File: src/rtl/clkcal_pkg.sv
package clkcal_pkg;

  typedef enum logic [1:0] {
    PH_IDLE  = 2'd0,
    PH_START = 2'd1,
    PH_RUN   = 2'd2
  } phase_t;

  typedef enum logic [1:0] {
    V_NONE = 2'd0,
    V_STOP = 2'd1,
    V_UP   = 2'd2,
    V_DOWN = 2'd3
  } verdict_t;

endpackage

File: src/rtl/clkcal_verdict.sv
module clkcal_verdict
  import clkcal_pkg::*;
(
  input  logic     active,
  input  logic     cal_start,
  input  logic     wc_seen,
  input  logic     hold,
  input  logic     chk_late,
  input  logic     chk_early,
  output verdict_t verdict
);

  logic accept;

  always_comb begin
    accept = active && wc_seen && !hold && !cal_start;
    if (!accept)        verdict = V_NONE;
    else if (chk_late)  verdict = V_DOWN;
    else if (chk_early) verdict = V_UP;
    else                verdict = V_STOP;
  end

endmodule

File: src/rtl/clkcal_code.sv
module clkcal_code
  import clkcal_pkg::*;
#(
  parameter int CODE_W    = 8,
  parameter int INIT_CODE = 128
) (
  input  logic              clk,
  input  logic              rst_n,
  input  verdict_t          verdict,
  output logic [CODE_W-1:0] code,
  output logic              changed
);

  localparam logic [CODE_W-1:0] CODE_MAX  = {CODE_W{1'b1}};
  localparam logic [CODE_W-1:0] CODE_MIN  = '0;
  localparam logic [CODE_W-1:0] CODE_RST  = CODE_W'(INIT_CODE);
  localparam logic [CODE_W-1:0] CODE_ONE  = CODE_W'(1);

  logic [CODE_W-1:0] code_q, code_d;
  logic              code_en;

  always_comb begin
    code_d  = code_q;
    code_en = 1'b0;
    unique case (verdict)
      V_UP: begin
        if (code_q != CODE_MAX) begin
          code_d  = code_q + CODE_ONE;
          code_en = 1'b1;
        end
      end
      V_DOWN: begin
        if (code_q != CODE_MIN) begin
          code_d  = code_q - CODE_ONE;
          code_en = 1'b1;
        end
      end
      default: ;
    endcase
  end

  always_ff @(posedge clk or negedge rst_n) begin
    if (!rst_n)       code_q <= CODE_RST;
    else if (code_en) code_q <= code_d;
  end

  assign code    = code_q;
  assign changed = code_en;

  a_r4_down_step: assert property (@(posedge clk) disable iff (!rst_n)
    (verdict == V_DOWN && code_q != CODE_MIN) |=> (code_q == $past(code_q) - CODE_ONE));

  a_r5_up_step: assert property (@(posedge clk) disable iff (!rst_n)
    (verdict == V_UP && code_q != CODE_MAX) |=> (code_q == $past(code_q) + CODE_ONE));

  a_r6_stop_keeps: assert property (@(posedge clk) disable iff (!rst_n)
    (verdict == V_STOP || verdict == V_NONE) |=> $stable(code_q));

  a_r7_no_wrap_top: assert property (@(posedge clk) disable iff (!rst_n)
    (code_q == CODE_MAX) |=> (code_q == CODE_MAX || code_q == CODE_MAX - CODE_ONE));

  a_r7_no_wrap_bot: assert property (@(posedge clk) disable iff (!rst_n)
    (code_q == CODE_MIN) |=> (code_q == CODE_MIN || code_q == CODE_ONE));

endmodule

File: src/rtl/clkcal_settle.sv
module clkcal_settle #(
  parameter int SETTLE_W = 4
) (
  input  logic                clk,
  input  logic                rst_n,
  input  logic                load,
  input  logic [SETTLE_W-1:0] settle_len,
  output logic                hold
);

  localparam logic [SETTLE_W-1:0] CNT_ONE = SETTLE_W'(1);

  logic [SETTLE_W-1:0] cnt_q, cnt_d;
  logic                cnt_en;

  always_comb begin
    cnt_d  = cnt_q;
    cnt_en = 1'b0;
    if (load) begin
      cnt_d  = settle_len;
      cnt_en = 1'b1;
    end else if (cnt_q != '0) begin
      cnt_d  = cnt_q - CNT_ONE;
      cnt_en = 1'b1;
    end
  end

  always_ff @(posedge clk or negedge rst_n) begin
    if (!rst_n)      cnt_q <= '0;
    else if (cnt_en) cnt_q <= cnt_d;
  end

  assign hold = (cnt_q != '0);

  a_r8_hold_starts: assert property (@(posedge clk) disable iff (!rst_n)
    (load && settle_len != '0) |=> hold);

  a_r8_zero_no_hold: assert property (@(posedge clk) disable iff (!rst_n)
    (load && settle_len == '0) |=> !hold);

  a_r8_hold_drains: assert property (@(posedge clk) disable iff (!rst_n)
    (!load && cnt_q == CNT_ONE) |=> !hold);

endmodule

File: src/rtl/clkcal_seq.sv
module clkcal_seq
  import clkcal_pkg::*;
#(
  parameter int LOCK_N = 4
) (
  input  logic     clk,
  input  logic     rst_n,
  input  logic     cal_start,
  input  verdict_t verdict,
  output phase_t   phase,
  output logic     locked
);

  localparam int            RUN_W    = $clog2(LOCK_N + 1);
  localparam logic [RUN_W-1:0] RUN_LAST = RUN_W'(LOCK_N - 1);
  localparam logic [RUN_W-1:0] RUN_ONE  = RUN_W'(1);

  phase_t           phase_q, phase_d;
  logic [RUN_W-1:0] run_q, run_d;
  logic             lock_q, lock_d;
  logic             seq_en;

  always_comb begin
    phase_d = phase_q;
    run_d   = run_q;
    lock_d  = lock_q;
    seq_en  = 1'b0;
    if (cal_start) begin
      phase_d = PH_START;
      run_d   = '0;
      lock_d  = 1'b0;
      seq_en  = 1'b1;
    end else if (phase_q == PH_START) begin
      unique case (verdict)
        V_STOP: begin
          seq_en = 1'b1;
          if (run_q == RUN_LAST) begin
            phase_d = PH_RUN;
            lock_d  = 1'b1;
            run_d   = '0;
          end else begin
            run_d = run_q + RUN_ONE;
          end
        end
        V_UP, V_DOWN: begin
          run_d  = '0;
          seq_en = 1'b1;
        end
        default: ;
      endcase
    end
  end

  always_ff @(posedge clk or negedge rst_n) begin
    if (!rst_n) begin
      phase_q <= PH_IDLE;
      run_q   <= '0;
      lock_q  <= 1'b0;
    end else if (seq_en) begin
      phase_q <= phase_d;
      run_q   <= run_d;
      lock_q  <= lock_d;
    end
  end

  assign phase  = phase_q;
  assign locked = lock_q;

  a_r3_start_clears: assert property (@(posedge clk) disable iff (!rst_n)
    cal_start |=> (phase_q == PH_START && !lock_q));

  a_r11_lock_phase: assert property (@(posedge clk) disable iff (!rst_n)
    lock_q |-> (phase_q == PH_RUN));

  a_r12_lock_sticky: assert property (@(posedge clk) disable iff (!rst_n)
    (lock_q && !cal_start) |=> lock_q);

endmodule

File: src/rtl/clkcal_ctrl.sv
module clkcal_ctrl
  import clkcal_pkg::*;
#(
  parameter int CODE_W    = 8,
  parameter int INIT_CODE = 128,
  parameter int SETTLE_W  = 4,
  parameter int LOCK_N    = 4
) (
  input  logic                clk,
  input  logic                rst_n,
  input  logic                cal_start,
  input  logic                wc_seen,
  input  logic                chk_late,
  input  logic                chk_early,
  input  logic [SETTLE_W-1:0] settle_len,
  output logic [CODE_W-1:0]   freq_code,
  output logic                hold,
  output logic                force_wc,
  output logic                locked
);

  // reset synchronizer: asserts at once, releases on the clock
  logic [1:0] rst_sync_q;
  logic       rst_int_n;

  always_ff @(posedge clk or negedge rst_n) begin
    if (!rst_n) rst_sync_q <= 2'b00;
    else        rst_sync_q <= {rst_sync_q[0], 1'b1};
  end
  assign rst_int_n = rst_sync_q[1];

  phase_t   phase;
  verdict_t verdict;
  logic     code_chg;

  clkcal_verdict u_verdict (
    .active    (phase != PH_IDLE),
    .cal_start (cal_start),
    .wc_seen   (wc_seen),
    .hold      (hold),
    .chk_late  (chk_late),
    .chk_early (chk_early),
    .verdict   (verdict)
  );

  clkcal_code #(
    .CODE_W    (CODE_W),
    .INIT_CODE (INIT_CODE)
  ) u_code (
    .clk     (clk),
    .rst_n   (rst_int_n),
    .verdict (verdict),
    .code    (freq_code),
    .changed (code_chg)
  );

  clkcal_settle #(
    .SETTLE_W (SETTLE_W)
  ) u_settle (
    .clk        (clk),
    .rst_n      (rst_int_n),
    .load       (code_chg),
    .settle_len (settle_len),
    .hold       (hold)
  );

  clkcal_seq #(
    .LOCK_N (LOCK_N)
  ) u_seq (
    .clk       (clk),
    .rst_n     (rst_int_n),
    .cal_start (cal_start),
    .verdict   (verdict),
    .phase     (phase),
    .locked    (locked)
  );

  assign force_wc = (phase == PH_START);

  a_r2_idle_frozen: assert property (@(posedge clk) disable iff (!rst_int_n)
    (phase == PH_IDLE) |=> $stable(freq_code));

  a_r9_hold_frozen: assert property (@(posedge clk) disable iff (!rst_int_n)
    hold |=> $stable(freq_code));

  a_r10_no_vector: assert property (@(posedge clk) disable iff (!rst_int_n)
    !wc_seen |=> $stable(freq_code));

  a_r11_no_force_when_locked: assert property (@(posedge clk) disable iff (!rst_int_n)
    !(locked && force_wc));

endmodule

File: config.mk
export PLATFORM = sky130hd
export DESIGN_NAME = clkcal_ctrl
export DESIGN_NICKNAME = d
export VERILOG_FILES = /design/src/rtl/clkcal_pkg.sv /design/src/rtl/clkcal_verdict.sv /design/src/rtl/clkcal_code.sv /design/src/rtl/clkcal_settle.sv /design/src/rtl/clkcal_seq.sv /design/src/rtl/clkcal_ctrl.sv
export SDC_FILE = /design/constraint.sdc
export NUM_CORES = 1
export LEC_CHECK = 0
export ABC_AREA = 1
export BUFFER_PORTS_ARGS = -buffer_cell sky130_fd_sc_hd__buf_2
export CAP_MARGIN = 5
export CORE_UTILIZATION = 50
export CTS_CLUSTER_DIAMETER = 30
export DETAILED_ROUTE_END_ITERATION = 7
export PLACE_DENSITY = 0.71
export REMOVE_ABC_BUFFERS = 1
export SYNTH_ARGS = -nofsm -noshare
export SYNTH_HDL_FRONTEND = slang
export SYNTH_SLANG_ARGS = --single-unit
export TNS_END_PERCENT = 30
File: constraint.sdc
create_clock -name clk -period 1.3 [get_ports clk]
set_input_delay 0.325 -clock clk [delete_from_list [all_inputs] [get_ports clk]]
set_output_delay 0.325 -clock clk [all_outputs]
set_load 0.02 [all_outputs]
Word level (Yosys, flattened, before mapping)
Index checks and enable logic that the tools add are counted.
{"block": "word_totals", "reg_bits": 20, "inputBits": 10, "output_inout_bits": 11}
{"block": "op_classes", "addsub": 4, "n_eq_ne": 8, "n_mux": 28, "n_reduce_logical": 20}
{"operator": "$mux W8", "n": 2}
{"operator": "$pmux W8 S2", "n": 1}
{"operator": "$mux W2", "n": 7}
{"operator": "$reduce_bool A2 Y1", "n": 6}
{"operator": "$mux W1", "n": 11}
{"operator": "$mux W3", "n": 3}
{"operator": "$add A8 B1 Y8 const B", "n": 1}
{"operator": "$mux W4", "n": 2}
{"operator": "$ne A8 B8 Y1 const B", "n": 1}
{"operator": "$reduce_and A4 Y1", "n": 2}
{"operator": "$reduce_bool A8 Y1", "n": 1}
{"operator": "$sub A8 B1 Y8 const B", "n": 1}
{"operator": "$pmux W3 S2", "n": 1}
{"operator": "$eq A2 B1 Y1 const B", "n": 2}
{"operator": "$eq A2 B2 Y1 const B", "n": 2}
{"operator": "$ne A2 B1 Y1 const B", "n": 2}
{"operator": "$reduce_bool A4 Y1", "n": 1}
{"operator": "$sub A4 B1 Y4 const B", "n": 1}
{"operator": "$add A3 B1 Y3 const B", "n": 1}
{"operator": "$eq A3 B2 Y1 const B", "n": 1}
{"operator": "$logic_and A1 B1 Y1", "n": 3}
{"operator": "$reduce_and A3 Y1", "n": 1}
{"operator": "$reduce_bool A3 Y1", "n": 1}
{"operator": "$reduce_or A3 Y1", "n": 1}
{"operator": "other kinds (4)", "n": 5}

Logic depth before layout (Yosys ltp)
{"block": "depth", "depth_word": 11, "depth_mapped": 17, "depth_no_buf": 17}

Modules after synthesis
From an unflattened synthesis, not the netlist that was laid out.
{"block": "unflattened", "hier_cells": 207, "hier_area_um2": 1417.6}
{"module": "clkcal_code", "n_inst": 1, "cells_each": 113, "area_each_um2": 749.5, "seq_area_each_um2": 201.4}
{"module": "clkcal_seq", "n_inst": 1, "cells_each": 41, "area_each_um2": 301.5, "seq_area_each_um2": 125.1}
{"module": "clkcal_settle", "n_inst": 1, "cells_each": 37, "area_each_um2": 264.0, "seq_area_each_um2": 100.1}
{"module": "clkcal_ctrl", "n_inst": 1, "cells_each": 7, "area_each_um2": 68.8, "seq_area_each_um2": 50.0}
{"module": "clkcal_verdict", "n_inst": 1, "cells_each": 9, "area_each_um2": 33.8, "seq_area_each_um2": 0.0}

Worst setup path after synthesis
Ideal clock, no wire load.
{"block": "synth_timing", "kind": "register to register", "startpoint": "register u_settle.cnt_q[0]", "endpoint": "register u_code.code_q[7], in the netlist u_code.code[7]", "arrival_ps": 2125, "t_required_ps": 1224, "setup_slack_ps": -900, "path_stages_with_launch": 17, "path_buffers": 0, "cell_sequence": "dfrtp_1 > inv_1 > ha_1 > nand2_2 > nor2_4 > nand3_1 > inv_2 > ha_1 > or2_2 > nand2_1 > nor2_1 > nor2_1 > inv_1 > nand2_1 > nand2_1 > nand2_2 > nand2_1"}
{"block": "synth_via", "elab_chain_len": 8, "elab_cells_between_ends": 13, "classes_between": "eq/ne (4); mux (3); reduce/logical (6)"}
{"element": "start, declared", "line_no": "clkcal_settle.sv:13", "source": "logic [SETTLE_W-1:0] cnt_q, cnt_d;"}
{"element": "start signal, assigned", "line_no": "clkcal_settle.sv:30", "source": "else if (cnt_en) cnt_q <= cnt_d;"}
{"element": "$reduce_bool A4 Y1 *", "line_no": "clkcal_settle.sv:33", "source": "assign hold = (cnt_q != '0);"}
{"element": "$logic_not A1 Y1 *", "line_no": "clkcal_verdict.sv:16", "source": "accept = active && wc_seen && !hold && !cal_start;"}
{"element": "$logic_and A1 B1 Y1 * (2 in a row)", "line_no": "clkcal_verdict.sv:16"}
{"element": "$mux W2 *", "line_no": "clkcal_verdict.sv:17", "source": "if (!accept) verdict = V_NONE;"}
{"element": "$eq A2 B2 Y1", "line_no": "clkcal_code.sv:25", "source": "unique case (verdict)"}
{"element": "$pmux W1 S2 (tied with other cells)", "line_no": "clkcal_code.sv:25"}
{"element": "$reduce_and A4 Y1 (no source line)"}
{"element": "end signal, assigned", "line_no": "clkcal_code.sv:44", "source": "else if (code_en) code_q <= code_d;"}
{"element": "end, declared", "line_no": "clkcal_code.sv:19", "source": "logic [CODE_W-1:0] code_q, code_d;"}
Mark *: on every way between the ends. The rest lies on a longest branch, timed or not.
A chain may end at the register's enable or synchronous reset.

Worst setup path after layout
{"block": "layout_timing", "startpoint": "register u_settle.cnt_q[1]", "endpoint": "register u_code.code_q[7], in the netlist u_code.code[7]"}
The elaborated chain is that of the path after synthesis.

==> impl_metrics.csv <==
group,metric,value,unit
yosys,synthAdderAreaFrac,0.0952,
run,max_cap_violations,0,
timing,post-route-period-util,1.69,
yosys,synth_xor_area_frac,0.0314,
global_routing,grtUsageMet1,0.319,
route,wl,4260,um
clock_network,cts_made_buffers,3,
layout,area_growth,53.1,%
worst_setup_path,startpoint,"u_settle.cnt_q[1]",
route,ant_nets,0,
layout,drive_gt1_frac,0.517,
pwr,power.density,1980,nW/um^2
timing,hold_viol,0,
global_routing,grtUsageMet3,0.0694,
route,via_count,1476,
run_status,violations,"negative setup slack",
timing,skew,0.00751,ns
yosys,synth-seq-area-share,0.342,
place,dp.cells,260,
pwr,p_leak,0.00109,uW
timing,whs,0.124,ns
route,post_drt_via_cell_ratio,5.43,
yosys,synth.area.top_cells,"dfrtp_1 (32%), nand2_1 (12%), ha_1 (8.1%)",
min_path,hp-class,"reg -> async",
worst_setup_path,r2r_slack,-0.89,ns
global_routing,use_met2,0.542,
clock_network,cts_max_path_buffers,2,
yosys,synth-simple-area-share,0.341,
floorplan,die_w,54.8,um
route,dr.pass1.iters,4,
place,place_area,1770,um^2
timing,setup_violations,25,
clock_network,root_buffer,"clkbuf_4",
place,dp_hpwl,2550,um
route,drc,0,
clock_network,cts_tree,"done",
floorplan,initial_utilization,0.548,
global_routing,grt.total_usage,0.291,
layout,diodes,0,
yosys,yosysMostFrequentCell,"nand2_1",
worst_setup_path,endpoint,"u_code.code[7]",
yosys,syn_avg_cell_area,7.87,um^2
pwr,power,4230,uW
yosys,yosys-mux-area-fraction,0,
worst_setup_path,r2r-start,"u_settle.cnt_q[1]",
global_routing,grt.overflow.total,0,
yosys,syn_inst,177,
clock_network,htreeDepth,1,
worst_setup_path,start_kind,"flop",
global_routing,grt_start_max_net_pins,19,
layout,nets,263,
pwr,ir_drop,1.55,mV
global_routing,grt_pass1_vias,1442,
global_routing,grt_pass1_wl,6120,um
worst_setup_path,crit_required,1.54,ns
place,globalplace.congestion,0.811,
route,avgRoutedWirePerCell,15.7,um
timing,drv_slew,0,
route,first_iter_violations,34,
floorplan,fp-row-count,18,
floorplan,die_h,54.8,um
floorplan,core-area,2540,um^2
place,io_buffers,20,
yosys,synth-compound-area-share,0.0871,
yosys,synth-edff-count,0,
yosys,ys_async_sr_fraction,1.00,
floorplan,die-area,3000,um^2
global_routing,busiest_layer,"met2",
layout,regArea,478,um^2
worst_setup_path,r2r-end,"u_code.code[7]",
layout,nFillCells,139,
yosys,synthFlopType,"dfrtp_1",
floorplan,num_io_pins,21,
worst_setup_path,crit_fanout,4,
clock_network,clkTransAtPathRegs,0.11,ns
layout,multi_input_comb_area,962,um^2
layout,final_util,0.838,
worst_setup_path,cp.arrival,2.44,ns
yosys,synth_top_area_cell,"dfrtp_1",
timing,fin_ws,-0.894,ns
yosys,ys.warnings.count,0,
layout,stdcell_count,272,
yosys,synth_top_family_by_area,"simple AND/OR/NAND/NOR gates",
yosys,syn-cell-area,1390,um^2
yosys,yosys-top-cells-count,"nand2_1 (44), inv_1 (29), dfrtp_1 (18)",
yosys,synth_seq_cells,19,
clock_network,worstSkewPairLatency,0.30,ns
timing,finalCriticalPeriod,2.19,ns
yosys,synth_top_area_frac,0.323,
timing,rsz0062_at_grt,"yes",
run_status,status,"finished with violations",
layout,fin_area,2130,um^2
worst_setup_path,cp-end-kind,"flop",
worst_setup_path,crit_type,"reg -> reg",
yosys,ys_types,26,
timing,max_freq,456,MHz
clock_network,cts_sinks,19,
global_routing,antenna_found_initial,0,
worst_setup_path,r2r_cells,17,
metal layers:
| metal | wire [um] | share of wire | up-vias |
|---|---|---|---|
| li1 | - | - | 691 |
| met1 | 1740 | 0.41 | 711 |
| met2 | 2230 | 0.52 | 58 |
| met3 | 192 | 0.045 | 16 |
| met4 | 93 | 0.022 | 0 |
| met5 | 0 | 0 | - |
how the worst min path moves through the flow:
stage,endpoint,slack [ns],depth (start not counted)
floorplan,rst_sync_q[0],0.03,0
global placement,u_code.code[0],0.09,0
detailed placement,u_code.code[0],0.10,0
CTS,u_code.code[0],0.11,0
global route,u_code.code[0],0.12,0
finish,u_code.code[0],0.12,0
stage by stage:
| step | setup WS [ns] | setup TNS, ns |
|---|---|---|
| floorplan | -0.904 | -6.18 |
| global placement | -0.811 | -7.22 |
| detailed placement | -0.885 | -8.39 |
| CTS | -0.715 | -8.18 |
| global route | -0.974 | -11.50 |
| finish | -0.894 | -9.83 |
sequential cells by signal, summed over array words and instances (netlist names):
name	flops
rst_sync_q	2
u_seq.phase	1
u_seq.locked	1
u_seq.run_q	3
u_code.code	8
u_settle.cnt_q	4
cell type report:
cell class / instances / area share
clock buffers: 4 / 0.0123
repair buffers: 62 / 0.238
inverters: 32 / 0.0575
flip-flops and latches: 19 / 0.224
multi-input cells: 125 / 0.451
well taps: 30 / 0.0176
what timing repair did:
item / in CTS / in global routing
pin swaps: 14 / 11
hold buffers: 1 / 0
buffers inserted: 4 / 3
setup endpoints to repair: 25 / 27
resized for setup: 53 / 18
hold endpoints to repair: 2 / 0
critical path, stage by stage (launching register included):
cell and delay (ns):
dfrtp_1 0.42, inv_2 0.09, ha_4 0.14, nand2_4 0.06, nor2_4 0.12, nand3_4 0.10, inv_4 0.09, buf_6 0.14
ha_4 0.22, nand2_2 0.07, nand2_2 0.06, nand2_1 0.07, nand2_1 0.07, nor2_2 0.16, nand3_1 0.12, nand2_1 0.09
nand2_2 0.04, nand2_1 0.06
cell families (layout without fill, tap and decap cells):
logic type | count (synthesis) | after routing
AND/OR/NAND/NOR | 92 | 92
buffers and inverters | 33 | 98
flip-flops | 19 | 19
AO/OA/AOI/OAI | 17 | 17
adder cells (fa/ha/maj) | 10 | 10
XOR/XNOR | 5 | 5
other | 1 | 1
report_power, final:
part           internal (uW)  switching [uW]  leakage [uW]
combinational           1450            1420      0.000855
clock                    120             182     0.0000150
sequential               801             257      0.000224
cell usage in the layout (no fill, tap or decap), types with 3 or more instances in the layout:
cell type | Yosys | routed
ha_4 | 0 | 7
nand3_2 | 0 | 3
inv_1 | 29 | 22
nor2_4 | 3 | 4
nand3_1 | 16 | 12
nor2_1 | 8 | 6
buf_2 | 0 | 13
buf_6 | 0 | 19
o21ai_2 | 6 | 7
a21oi_1 | 5 | 4
dfrtp_1 | 18 | 17
buf_4 | 0 | 29
nand4_1 | 6 | 6
nand2_2 | 7 | 14
nand2_1 | 44 | 35
clkbuf_4 | 0 | 3
inv_2 | 3 | 9
nor3_1 | 3 | 3
(Power assumes the default switching activity.)
